## src/rtl/br_pkg.sv

```systemverilog
package br_pkg;

    localparam int FLAG_N = 7;
    localparam int FLAG_V = 6;
    localparam int FLAG_Z = 1;
    localparam int FLAG_C = 0;

    typedef enum logic [2:0] {
        BK_NONE,
        BK_FLAG,
        BK_ALWAYS,
        BK_BIT_CLR,
        BK_BIT_SET
    } br_kind_e;

    typedef struct packed {
        br_kind_e    kind;
        logic [1:0]  flag_sel;   // 0:N 1:V 2:C 3:Z
        logic        want;       // required flag value
        logic [2:0]  bit_idx;
    } br_dec_t;

    typedef struct packed {
        logic        taken;
        logic [1:0]  extra;
    } br_cost_t;

    function automatic logic pick_flag(input logic [7:0] f, input logic [1:0] sel);
        case (sel)
            2'd0:    pick_flag = f[FLAG_N];
            2'd1:    pick_flag = f[FLAG_V];
            2'd2:    pick_flag = f[FLAG_C];
            default: pick_flag = f[FLAG_Z];
        endcase
    endfunction

endpackage

```

## src/rtl/br_decode.sv

```systemverilog
module br_decode
    import br_pkg::*;
(
    input  logic [7:0] op,
    output br_dec_t    dec
);
    always_comb begin
        dec          = '0;
        dec.kind     = BK_NONE;
        dec.flag_sel = op[7:6];
        dec.want     = op[5];
        dec.bit_idx  = op[6:4];
        if (op == 8'h80) begin
            dec.kind = BK_ALWAYS;
        end else if (op[3:0] == 4'h0 && op[4]) begin
            dec.kind = BK_FLAG;
        end else if (op[3:0] == 4'hF) begin
            dec.kind = op[7] ? BK_BIT_SET : BK_BIT_CLR;
        end
    end
endmodule

```

## src/rtl/br_cond.sv

```systemverilog
module br_cond
    import br_pkg::*;
#(
    parameter int DATA_W = 8
) (
    input  br_dec_t           dec,
    input  logic [7:0]        flags,
    input  logic [DATA_W-1:0] zp_byte,
    output logic              taken
);
    localparam int IDX_W = $clog2(DATA_W);

    logic [DATA_W-1:0] bit_hit;

    genvar gi;
    generate
        for (gi = 0; gi < DATA_W; gi++) begin : g_sel
            assign bit_hit[gi] = (dec.bit_idx[IDX_W-1:0] == IDX_W'(gi)) & zp_byte[gi];
        end
    endgenerate

    logic bit_val;
    assign bit_val = |bit_hit;

    always_comb begin
        case (dec.kind)
            BK_ALWAYS:  taken = 1'b1;
            BK_FLAG:    taken = (pick_flag(flags, dec.flag_sel) == dec.want);
            BK_BIT_CLR: taken = ~bit_val;
            BK_BIT_SET: taken = bit_val;
            default:    taken = 1'b0;
        endcase
    end
endmodule

```

## src/rtl/br_target.sv

```systemverilog
module br_target #(
    parameter int ADDR_W = 16,
    parameter int DISP_W = 8,
    parameter int PAGE_W = 8
) (
    input  logic [ADDR_W-1:0] next_pc,
    input  logic [DISP_W-1:0] disp,
    output logic [ADDR_W-1:0] target,
    output logic              crossed
);
    localparam int EXT_W = ADDR_W - DISP_W;

    logic [ADDR_W-1:0] disp_ext;
    assign disp_ext = {{EXT_W{disp[DISP_W-1]}}, disp};
    assign target   = next_pc + disp_ext;
    assign crossed  = target[ADDR_W-1:PAGE_W] != next_pc[ADDR_W-1:PAGE_W];
endmodule

```

## src/rtl/br_unit.sv

```systemverilog
module br_unit
    import br_pkg::*;
#(
    parameter int ADDR_W = 16,
    parameter int DISP_W = 8,
    parameter int DATA_W = 8,
    parameter int PAGE_W = 8
) (
    input  logic              clk,
    input  logic              rst,
    input  logic [7:0]        op_i,
    input  logic [7:0]        flags_i,
    input  logic [ADDR_W-1:0] next_pc_i,
    input  logic [DISP_W-1:0] disp_i,
    input  logic [DATA_W-1:0] zp_byte_i,
    output logic              taken_o,
    output logic [ADDR_W-1:0] target_o,
    output logic [1:0]        extra_o
);
    br_dec_t           dec;
    logic              take_c;
    logic              cross_c;
    logic [ADDR_W-1:0] tgt_c;
    br_cost_t          cost_c;
    br_cost_t          cost_q;
    logic [ADDR_W-1:0] tgt_q;

    br_decode u_dec (.op(op_i), .dec(dec));

    br_cond #(.DATA_W(DATA_W)) u_cond (
        .dec(dec), .flags(flags_i), .zp_byte(zp_byte_i), .taken(take_c)
    );

    br_target #(.ADDR_W(ADDR_W), .DISP_W(DISP_W), .PAGE_W(PAGE_W)) u_tgt (
        .next_pc(next_pc_i), .disp(disp_i), .target(tgt_c), .crossed(cross_c)
    );

    always_comb begin
        cost_c.taken = take_c;
        cost_c.extra = take_c ? (cross_c ? 2'd2 : 2'd1) : 2'd0;
    end

    always_ff @(posedge clk) begin
        if (rst) begin
            cost_q <= '0;
            tgt_q  <= '0;
        end else begin
            cost_q <= cost_c;
            tgt_q  <= tgt_c;
        end
    end

    assign taken_o  = cost_q.taken;
    assign extra_o  = cost_q.extra;
    assign target_o = tgt_q;
endmodule

```

## config.mk

```make
export PLATFORM = sky130hd
export DESIGN_NAME = br_unit
export DESIGN_NICKNAME = d
export VERILOG_FILES = /design/src/rtl/br_pkg.sv /design/src/rtl/br_decode.sv /design/src/rtl/br_cond.sv /design/src/rtl/br_target.sv /design/src/rtl/br_unit.sv
export SDC_FILE = /design/constraint.sdc
export NUM_CORES = 1
export LEC_CHECK = 0
export BUFFER_PORTS_ARGS = -buffer_cell sky130_fd_sc_hd__buf_2
export CAP_MARGIN = 5
export CORE_MARGIN = 1.5
export CORE_UTILIZATION = 40
export CTS_CLUSTER_DIAMETER = 100
export DETAILED_ROUTE_END_ITERATION = 12
export PLACE_DENSITY = 0.72
export REMOVE_ABC_BUFFERS = 1
export SLEW_MARGIN = 20
export SYNTH_ARGS = -nofsm -noshare
export SYNTH_HDL_FRONTEND = slang
export SYNTH_SLANG_ARGS = --single-unit
```

## constraint.sdc

```tcl
create_clock -name clk -period 2.93 [get_ports clk]
set_input_delay 0.586 -clock clk [delete_from_list [all_inputs] [get_ports clk]]
set_output_delay 0.586 -clock clk [all_outputs]
set_load 0.01 [all_outputs]
```

-- Word-level counts from Yosys, hierarchy flattened
Index checks and enable logic that the tools add are counted.
W data, S select, Z words.
- flip-flop bits (word level): 19
- latch bits: 0
- RAM bits: 0
- memory bits (read-only): 0
- input port bits: 50
- output and inout bits: 19
- memories: 0
- add/subtract/negate cells: 1
- multiply operators: 0
- divide/modulo/power cells: 0
- magnitude comparators: 0
- equality and inequality tests: 17
- shift-type cells: 0
- multiplexer cells: 8
- bitwise logic cells: 10
- reduce and logical (&&, ||, !) cells: 6
- operator list (cell ; count):
    $add A16 B16 Y16 ; 1
    $eq A3 B3 Y1 const B ; 5
    $eq A3 B2 Y1 const B ; 4
    $mux W3 ; 4
    $and A1 B1 Y1 ; 8
    $eq A8 B8 Y1 const B ; 1
    $ne A8 B8 Y1 ; 1
    $reduce_or A8 Y1 ; 1
    $eq A3 B1 Y1 const B ; 2
    $eq A4 B4 Y1 const B ; 1
    $logic_not A4 Y1 ; 1
    $pmux W1 S4 ; 1
    $logic_not A3 Y1 ; 1
    $pmux W1 S3 ; 1
    $eq A2 B1 Y1 const B ; 1
    $eq A2 B2 Y1 const B ; 1
    $logic_not A2 Y1 ; 1
    $mux W2 ; 1
    $not A1 Y1 ; 2
    $reduce_or A2 Y1 ; 1
    $eq A1 B1 Y1 ; 1
    $logic_and A1 B1 Y1 ; 1
    $mux W1 ; 1

-- Longest topological paths before layout
Gate-level depths: netlist of run 1.
- word-level depth: 10
- depth in mapped cells: 9
- mapped depth without buffers: 9

-- Modules after synthesis
A second synthesis of run 1 with hierarchy kept.
- cells, all modules: 205
- area, all modules: 1783.0 um^2
- modules (own cells, without submodules) (module ; times used ; cells each ; area an instance (um^2)):
    br_target ; 1 ; 141 ; 1023.5
    br_unit ; 1 ; 39 ; 526.8
    br_cond ; 1 ; 12 ; 135.1
    br_decode ; 1 ; 13 ; 97.6

-- Worst setup path before layout of run 1
Ideal clock, no wire load.
- kind: input to register
- start: in next_pc_i[0]
- end: reg cost_q, in the netlist extra_o[0]
- arrival time: 2.625 ns
- data required time: 2.869 ns
- slack: 0.244 ns
- stages: 9
- path buffers: 0
- path through: ha_1 > fa_1 > a211oi_1 > o211ai_1 > a21boi_1 > o21ai_1 > xnor2_1 > a2111oi_4 > and4bb_1
- word-level cells in the longest chain between the ends: 3
- RTL lines (item ; line ; source):
    from (decl) ; br_unit.sv:13 ; input logic [ADDR_W-1:0] next_pc_i,
    $add A16 B16 Y16 ; br_target.sv:15 ; assign target = next_pc + disp_ext;
    $ne A8 B8 Y1 ; br_target.sv:16 ; assign crossed = target[ADDR_W-1:PAGE_W] != next_pc[ADDR_W-1:PAGE_W];
    $mux W2 ; br_unit.sv:40 ; cost_c.extra = take_c ? (cross_c ? 2'd2 : 2'd1) : 2'd0;
    to (signal assigned) ; br_unit.sv:48 ; cost_q <= cost_c;
    to (decl) ; br_unit.sv:25 ; br_cost_t cost_q;
No other way between the ends.
A chain may end at the register's enable or synchronous reset.

-- Final worst setup path of run 1
Ends and elaborated chain as after synthesis.

==> impl_metrics.env, run 1 <==
export IMPL_crit_path_max_fanout=4
export IMPL_yosys_warnings=0
export IMPL_port_buffers=64
export IMPL_drt_iter0_markers=51
export IMPL_core_sq_um=3740
export IMPL_drtAntennaViolNets=0
export IMPL_hold_class="in2reg"
export IMPL_maxSlewHeadroom=0.706
export IMPL_synth_enable_flop_cells=0
export IMPL_grt_remaining_overflow=0
export IMPL_cts_made_buffers=3
export IMPL_critPathBufInv=1
export IMPL_final_setup_worst_slack_ns=0.166
export IMPL_seq_area_frac_synth=0.239
export IMPL_dp_hpwl_microns=3030
export IMPL_yosysUniqueCellTypes=48
export IMPL_status="finished, final reports clean"
export IMPL_drive_above_1_share=0.352
export IMPL_cts_clk_slew_worst_paths_ns=0.07
export IMPL_start_util=0.426
export IMPL_die_area_sq_um=4370
export IMPL_cp_end_kind="flop"
export IMPL_critical_path_class="in2reg"
export IMPL_die_x_microns=66.1
export IMPL_ctsResizeCount=0
export IMPL_hold_violations=0
export IMPL_clock_fmax_ghz=0.362
export IMPL_powerDensity_nw_per_um2=413
export IMPL_leakagePower_nw=0.990
export IMPL_place_area_sq_um=1990
export IMPL_grt_pass1_vias=1415
export IMPL_cp_cell_sequence="buf_2 -> ha_1 -> fa_1 -> a211oi_1 -> o21ai_1 -> a21oi_1 -> o21ai_0 -> a2111oi_4 -> and4bb_1"
export IMPL_nets=314
export IMPL_cts_htree_levels=1
export IMPL_grt_pass1_wl_microns=5780
export IMPL_drv_slew=0
export IMPL_fin_area_sq_um=2030
export IMPL_ioPinCount=69
export IMPL_worst_pin_slew_ns=0.437
export IMPL_viasPerCell=5.15
export IMPL_synth_area_per_cell_sq_um=9.06
export IMPL_synth_top_cell_by_area="dfxtp_1"
export IMPL_crit_path_start_kind="input port"
export IMPL_finalSetupViolations=0
export IMPL_yosysMostFrequentCell="nor2_1"
export IMPL_cts_buffer_depth=2
export IMPL_rsz0062_at_grt="false"
export IMPL_synth_top_area_frac=0.239
export IMPL_vias=1519
export IMPL_antenna_cells=0
export IMPL_ys_top_cells_by_area="dfxtp_1 (24%), ha_1 (12%), xnor2_1 (8.8%)"
export IMPL_cpLargestDelayFamily="compound AO/OA/AOI/OAI gates"
export IMPL_synthCells=176
export IMPL_first_pass_iters=4
export IMPL_cp_arrival_ns=2.95
export IMPL_wire_per_inst_microns=12.1
export IMPL_place_gp_congestion=0.837
export IMPL_num_rows=22
export IMPL_syn_area_sq_um=1590
export IMPL_slowest_stage="fa_1"
export IMPL_grt_max_degree=18
export IMPL_die_h_microns=66.1
export IMPL_wirelength_microns=3560
export IMPL_syn2layout_area_growth_pct=27.6
export IMPL_grtUsageTotal=0.165
export IMPL_worstPathRequired_ns=3.12
export IMPL_tritoncts="done"
export IMPL_max_stage_delay_ns=0.42
export IMPL_antenna_found_initial=0
export IMPL_fin_crit_ns=2.76
export IMPL_drv_cap=0
export IMPL_min_period_over_period=0.943
export IMPL_synthFlopType="dfxtp_1"
export IMPL_synth_seq_cells=19
export IMPL_ys_async_sr_fraction=0
export IMPL_cts_setup_buffers=0
export IMPL_clock_sinks=19
export IMPL_peakVddDrop_v=0.000187
export IMPL_netlist_top_cells_count="nor2_1 (20), dfxtp_1 (19), xnor2_1 (16), ha_1 (15), a21oi_1 (13)"
export IMPL_ctsRootBufferMaster="clkbuf_8"
export IMPL_pre_cts_ws_ns=-0.0867
export IMPL_postCtsHoldBufs=0
export IMPL_drc=0
==> stage by stage <==
stage | power (mW) | hold WS (ns) | TNS [ns] | instances | util
CTS | 0.847 | 0.603 | 0 | 295 | 0.543
global placement | 0.663 | 0.847 | -0.0127 | 291 | 0.531
detailed placement | 0.672 | 0.861 | -0.130 | 291 | 0.531
finish | 0.840 | 0.600 | 0 | 295 | 0.543
global route | 0.897 | 0.611 | 0 | 295 | 0.543
floorplan | 0.543 | 0.658 | 0 | 170 | -
==> sequential cells by signal, summed over array words and instances (netlist names) <==
name	flops
taken_o	1
target_o	16
extra_o	2
==> cell families after synthesis <==
family / after synthesis / synth area share
simple gates: 57 / 0.198
compound gates: 45 / 0.193
xor+xnor: 24 / 0.141
flops: 19 / 0.239
fa+ha+maj: 16 / 0.130
buf+inv: 10 / 0.0432
mux: 5 / 0.0557
==> report_power, final <==
| group | switching [mW] | internal, mW | total [mW] | leakage (nW) |
|---|---|---|---|---|
| sequential | 0.00546 | 0.288 | 0.294 | 0.158 |
| combinational | 0.193 | 0.180 | 0.373 | 0.810 |
| clock | 0.0773 | 0.0962 | 0.173 | 0.0228 |
==> worst paths after layout <==
check | from | slack (ns) | cells past startpoint | end
setup / recovery | next_pc_i[0] | 0.17 | 9 | extra_o[0]
hold / removal | next_pc_i[15] | 0.60 | 3 | target_o[15]
==> routing by layer <==
layer	GRT usage	vias to the layer above	wire length [microns]
li1	-	792	-
met5	0	-	0
met2	0.280	34	1620
met3	0.0102	6	106
met1	0.222	687	1770
met4	0.0536	0	62
==> area by class of cell <==
| class | instances | area, sq um |
|---|---|---|
| Tap cell | 48 | 60.1 |
| Sequential cell | 19 | 380 |
| Fill cell | 388 | 1710 |
| Timing Repair Buffer | 73 | 388 |
| Multi-Input combinational cell | 147 | 1140 |
| Clock buffer | 4 | 45.0 |
| Inverter | 4 | 15.0 |
==> placed cells by master (no fill, tap or decap), types with 2 or more instances in the layout <==
cell | Yosys | layout
mux4_2 | 3 | 3
buf_4 | 0 | 9
inv_1 | 4 | 4
nand3_1 | 2 | 2
and3_1 | 3 | 3
xor2_1 | 7 | 7
a21boi_1 | 2 | 2
buf_2 | 1 | 64
a31oi_1 | 4 | 4
xnor2_1 | 16 | 16
nand2_1 | 12 | 12
ha_1 | 15 | 15
a21o_1 | 5 | 5
o21ai_1 | 5 | 5
nor2b_1 | 4 | 4
o211ai_1 | 2 | 2
clkbuf_8 | 0 | 3
o21ai_0 | 2 | 2
a21oi_1 | 13 | 13
nor2_1 | 20 | 20
a211oi_1 | 6 | 6
dfxtp_1 | 19 | 19
Note: power is estimated with default switching activity, not from simulation.
==> run 2: changes to the inputs <==
Settings changed: BUFFER_PORTS_ARGS -buffer_cell sky130_fd_sc_hd__buf_2 to not set, DONT_BUFFER_PORTS set to 1, PLACE_DENSITY 0.72 to 0.57.
==> run 2 against run 1 <==
Effect of this change:
- routed wire length increased by 1.7%
- largest cell class unchanged
- non-clock buffer count decreased by 69
- clock power is 4% higher
==> impl_metrics.env, run 2 (synthesis results as in run 1) <==
export IMPL_status="finished, final reports clean"
export IMPL_die_h_microns=66.1
export IMPL_cts_setup_buffers=0
export IMPL_cp_end_kind="flop"
export IMPL_grt_pass1_vias=1238
export IMPL_multiInputGateArea_sq_um=1140
export IMPL_cp_arrival_ns=2.84
export IMPL_antenna_found_initial=0
export IMPL_ctsRootBufferMaster="clkbuf_8"
export IMPL_core_sq_um=3740
export IMPL_powerDensity_nw_per_um2=462
export IMPL_grt_pass1_wl_microns=5570
export IMPL_drive_above_1_share=0.107
export IMPL_crit_path_max_fanout=3
export IMPL_wire_per_inst_microns=16.0
export IMPL_place_gp_congestion=0.765
export IMPL_hold_class="in2reg"
export IMPL_nets=245
export IMPL_die_x_microns=66.1
export IMPL_layout_commonest_cell="nor2_1"
export IMPL_num_rows=22
export IMPL_vias=1342
export IMPL_crit_path_start_kind="input port"
export IMPL_max_stage_delay_ns=0.44
export IMPL_tritoncts="done"
export IMPL_final_cells=226
export IMPL_cpLargestDelayFamily="compound AO/OA/AOI/OAI gates"
export IMPL_clock_sinks=19
export IMPL_worstPathRequired_ns=3.13
export IMPL_drtAntennaViolNets=0
export IMPL_hold_violations=0
export IMPL_dp_hpwl_microns=3040
export IMPL_grtUsageTotal=0.165
export IMPL_grt_max_degree=18
export IMPL_peakVddDrop_v=0.000148
export IMPL_maxSlewHeadroom=0.687
export IMPL_cts_htree_levels=1
export IMPL_slowest_stage="fa_1"
export IMPL_viasPerCell=5.94
export IMPL_finalSetupViolations=0
export IMPL_ioPinCount=69
export IMPL_placed_cells=222
export IMPL_cts_clk_slew_worst_paths_ns=0.07
export IMPL_cts_made_buffers=3
export IMPL_antenna_cells=0
export IMPL_grt_remaining_overflow=0
export IMPL_syn2layout_area_growth_pct=5.18
export IMPL_ctsResizeCount=0
export IMPL_ff_latch_area_sq_um=380
export IMPL_port_buffers=0
export IMPL_fin_setup_tns_ns=0
export IMPL_cts_buffer_depth=2
export IMPL_largest_register_ffs=16
export IMPL_critPathBufInv=0
export IMPL_fill_cells=369
export IMPL_start_util=0.426
export IMPL_worst_pin_slew_ns=0.466
export IMPL_rsz0062_at_grt="false"
export IMPL_clock_fmax_ghz=0.379
export IMPL_postCtsHoldBufs=0
export IMPL_first_pass_iters=4
export IMPL_critical_path_class="in2reg"
export IMPL_drv_cap=0
export IMPL_drc=0
export IMPL_die_area_sq_um=4370
export IMPL_cp_cell_sequence="ha_1 -> fa_1 -> a211oi_1 -> o211ai_1 -> a21boi_1 -> o21ai_1 -> xnor2_1 -> a2111oi_4 -> and4bb_1"
export IMPL_drv_slew=0
export IMPL_leakagePower_nw=0.699
export IMPL_wirelength_microns=3620
export IMPL_final_cell_mix="nor2_1 (20), dfxtp_1 (19), xnor2_1 (16)"
export IMPL_fin_crit_ns=2.64
export IMPL_drt_iter0_markers=31
export IMPL_min_period_over_period=0.901
## run 2: changes by cell type in the layout (fill, tap and decap cells not counted), sizes merged
cell,before,now
buf,73,4
clkbuf,4,3
clkinv,0,1
## run 2: path summary, 6_finish.rpt
kind,start,endpoint,slack [ns],cells past startpoint
setup / recovery,next_pc_i[0],extra_o[0],0.29,9
hold / removal,rst,target_o[12],0.39,1
## run 2: layout make-up
class,count,area share
Tap cell,48,0.0358
Timing Repair Buffer,4,0.0179
Clock inverter,1,0.00299
Sequential cell,19,0.227
Multi-Input combinational cell,147,0.683
Inverter,4,0.00896
Clock buffer,3,0.0246
## run 2: power breakdown
| group | switching, mW | leakage (nW) | internal, mW | total (mW) |
|---|---|---|---|---|
| Sequential | 0.0266 | 0.158 | 0.289 | 0.316 |
| Clock | 0.0856 | 0.0255 | 0.0945 | 0.180 |
| Combinational | 0.145 | 0.516 | 0.133 | 0.278 |
## run 2: metal layers
metal	vias to the layer above	global-route usage	share of wire
met5	-	0	0
met4	0	0.0612	0.017
met3	5	0.0324	0.073
met2	57	0.280	0.47
met1	634	0.205	0.44
li1	646	-	-
## run 2: metrics by stage
stage          total power [mW]  setup WS [ns]  hold slack, ns   util  cell area, sq um
2_1_floorplan             0.543          0.244           0.658      -              1540
3_3_place_gp              0.593         0.0433           0.662  0.435              1630
3_5_place_dp              0.600         0.0299           0.662  0.435              1630
4_1_cts                   0.783          0.292           0.386  0.448              1680
5_1_grt                   0.826          0.151           0.382  0.448              1680
6_report                  0.774          0.290           0.391  0.448              1680
==> run 3: changes to the inputs <==
Settings changed: CORE_MARGIN 1.5 to not set, SETUP_SLACK_MARGIN set to 0.5.
==> run 3 against run 2 <==
Effect of this change:
- final cell count rose by 2.2%
- critical endpoint unchanged
- cell area rose by 12%
- critical path type unchanged
- global-route usage barely moved
==> impl_metrics.env, run 3 (synthesis results as in run 1) <==
export IMPL_status="finished, final reports clean"
export IMPL_min_period_over_period=0.818
export IMPL_hold_violations=0
export IMPL_crit_path_max_fanout=2
export IMPL_power_share_clock=0.219
export IMPL_worst_pin_slew_ns=0.413
export IMPL_seq_power_share=0.384
export IMPL_first_pass_iters=4
export IMPL_grt_pass1_vias=1269
export IMPL_nets=250
export IMPL_cp_arrival_ns=2.59
export IMPL_grtUsageTotal=0.165
export IMPL_clock_sinks=19
export IMPL_hold_depth=1
export IMPL_antenna_cells=0
export IMPL_place_area_sq_um=1630
export IMPL_cts_buffer_depth=2
export IMPL_dp_hpwl_microns=2910
export IMPL_holdCritStartpoint="rst"
export IMPL_die_area_sq_um=4240
export IMPL_maxSlewHeadroom=0.717
export IMPL_cts_made_buffers=3
export IMPL_core_sq_um=3740
export IMPL_ctsRootBufferMaster="clkbuf_8"
export IMPL_drive_above_1_share=0.262
export IMPL_combPwrFrac=0.397
export IMPL_wire_per_inst_microns=16.0
export IMPL_peakVddDrop_v=0.000153
export IMPL_cp_end_kind="flop"
export IMPL_layout_commonest_cell="nor2_1"
export IMPL_cts_htree_levels=1
export IMPL_drv_cap=0
export IMPL_leakagePower_nw=0.748
export IMPL_rsz0062_at_grt="true"
export IMPL_die_h_microns=65.1
export IMPL_power_mw=0.822
export IMPL_route_met2_wl_microns=1790
export IMPL_critical_path_class="in2reg"
export IMPL_drv_slew=0
export IMPL_fin_area_sq_um=1880
export IMPL_wl_met1_microns=1550
export IMPL_wl_met3_microns=337
export IMPL_port_buffers=0
export IMPL_antenna_found_initial=0
export IMPL_powerDensity_nw_per_um2=437
export IMPL_hold_class="in2reg"
export IMPL_power_share_switching=0.330
export IMPL_grt_max_degree=18
export IMPL_num_rows=22
export IMPL_drtAntennaViolNets=0
export IMPL_final_cell_mix="nor2_1 (20), dfxtp_1 (19), xnor2_1 (13)"
export IMPL_highest_layer="met4"
export IMPL_cts_clk_slew_worst_paths_ns=0.07
export IMPL_viasPerCell=5.82
export IMPL_vias=1345
export IMPL_grt_remaining_overflow=0
export IMPL_crit_path_start_kind="input port"
export IMPL_largest_register_ffs=16
export IMPL_p_sw_mw=0.272
export IMPL_drc=0
export IMPL_grt_pass1_wl_microns=5540
export IMPL_finalSetupViolations=0
export IMPL_postCtsHoldBufs=0
export IMPL_ioPinCount=69
export IMPL_worstHoldEndpoint="target_o[11]"
export IMPL_tritoncts="done"
export IMPL_start_util=0.426
export IMPL_fin_setup_tns_ns=0
export IMPL_p_int_mw=0.551
export IMPL_drt_iter0_markers=43
export IMPL_worstPathRequired_ns=3.13
export IMPL_die_x_microns=65.1
export IMPL_syn2layout_area_growth_pct=18.0
export IMPL_wirelength_microns=3700
export IMPL_fin_crit_ns=2.40
export IMPL_place_gp_congestion=0.817
export IMPL_clock_fmax_ghz=0.417
==> run 3: how the worst max path moves through the flow <==
| stage | depth (start not counted) | to | slack (ns) | from |
|---|---|---|---|---|
| 2_1_floorplan | 9 | extra_o[0] | 0.24 | next_pc_i[0] |
| 3_3_place_gp | 9 | extra_o[0] | 0.05 | next_pc_i[0] |
| 3_5_place_dp | 9 | extra_o[0] | 0.02 | next_pc_i[0] |
| 4_1_cts | 9 | extra_o[0] | 0.50 | next_pc_i[0] |
| 5_1_grt | 8 | extra_o[0] | 0.46 | next_pc_i[7] |
| 6_report | 9 | extra_o[0] | 0.53 | disp_i[0] |
==> run 3: cell type report <==
cell class	count	area [sq um]
repair buffers	9	67.6
flip-flops and latches	19	380
well taps	48	60.1
multi-input cells	147	1310
inverters	4	15.0
clock inverters	1	5.00
clock buffers	3	41.3
fillers	372	1860
==> run 3: worst max-delay path, cell delays in order <==
cell and delay [ns]:
ha_4 0.14, fa_2 0.35, a211oi_2 0.28, o211ai_1 0.17, a21boi_2 0.26, xnor2_2 0.11, xor2_1 0.19, a2111oi_4 0.29
and4bb_1 0.22
==> run 3: timing repair <==
action	in CTS	in global routing
endpoints found under the setup margin	2	2
setup buffers	1	4
resized for setup	4	26
pin swaps	3	13
==> run 3: power groups by stage <==
stage | logic [mW] | registers, mW | clock network, mW
floorplan | 0.225 | 0.318 | 0
global placement | 0.271 | 0.322 | 0
detailed placement | 0.277 | 0.323 | 0
CTS | 0.284 | 0.317 | 0.186
global route | 0.359 | 0.318 | 0.198
finish | 0.327 | 0.316 | 0.180
==> run 3: per-layer routing <==
layer / vias to the layer above / GRT usage
met1: 630 / 0.207
met4: 0 / 0.0625
met2: 54 / 0.281
met3: 2 / 0.0295
li1: 659 / -
met5: - / 0
==> run 3: through the flow <==
stage / setup slack (ns) / hold WS, ns / std cells / util
5_1_grt: 0.455 / 0.377 / 231 / 0.502
6_report: 0.532 / 0.396 / 231 / 0.502
3_3_place_gp: 0.0454 / 0.662 / 222 / 0.435
4_1_cts: 0.500 / 0.387 / 227 / 0.455
2_1_floorplan: 0.244 / 0.658 / 170 / -
3_5_place_dp: 0.0187 / 0.662 / 222 / 0.435
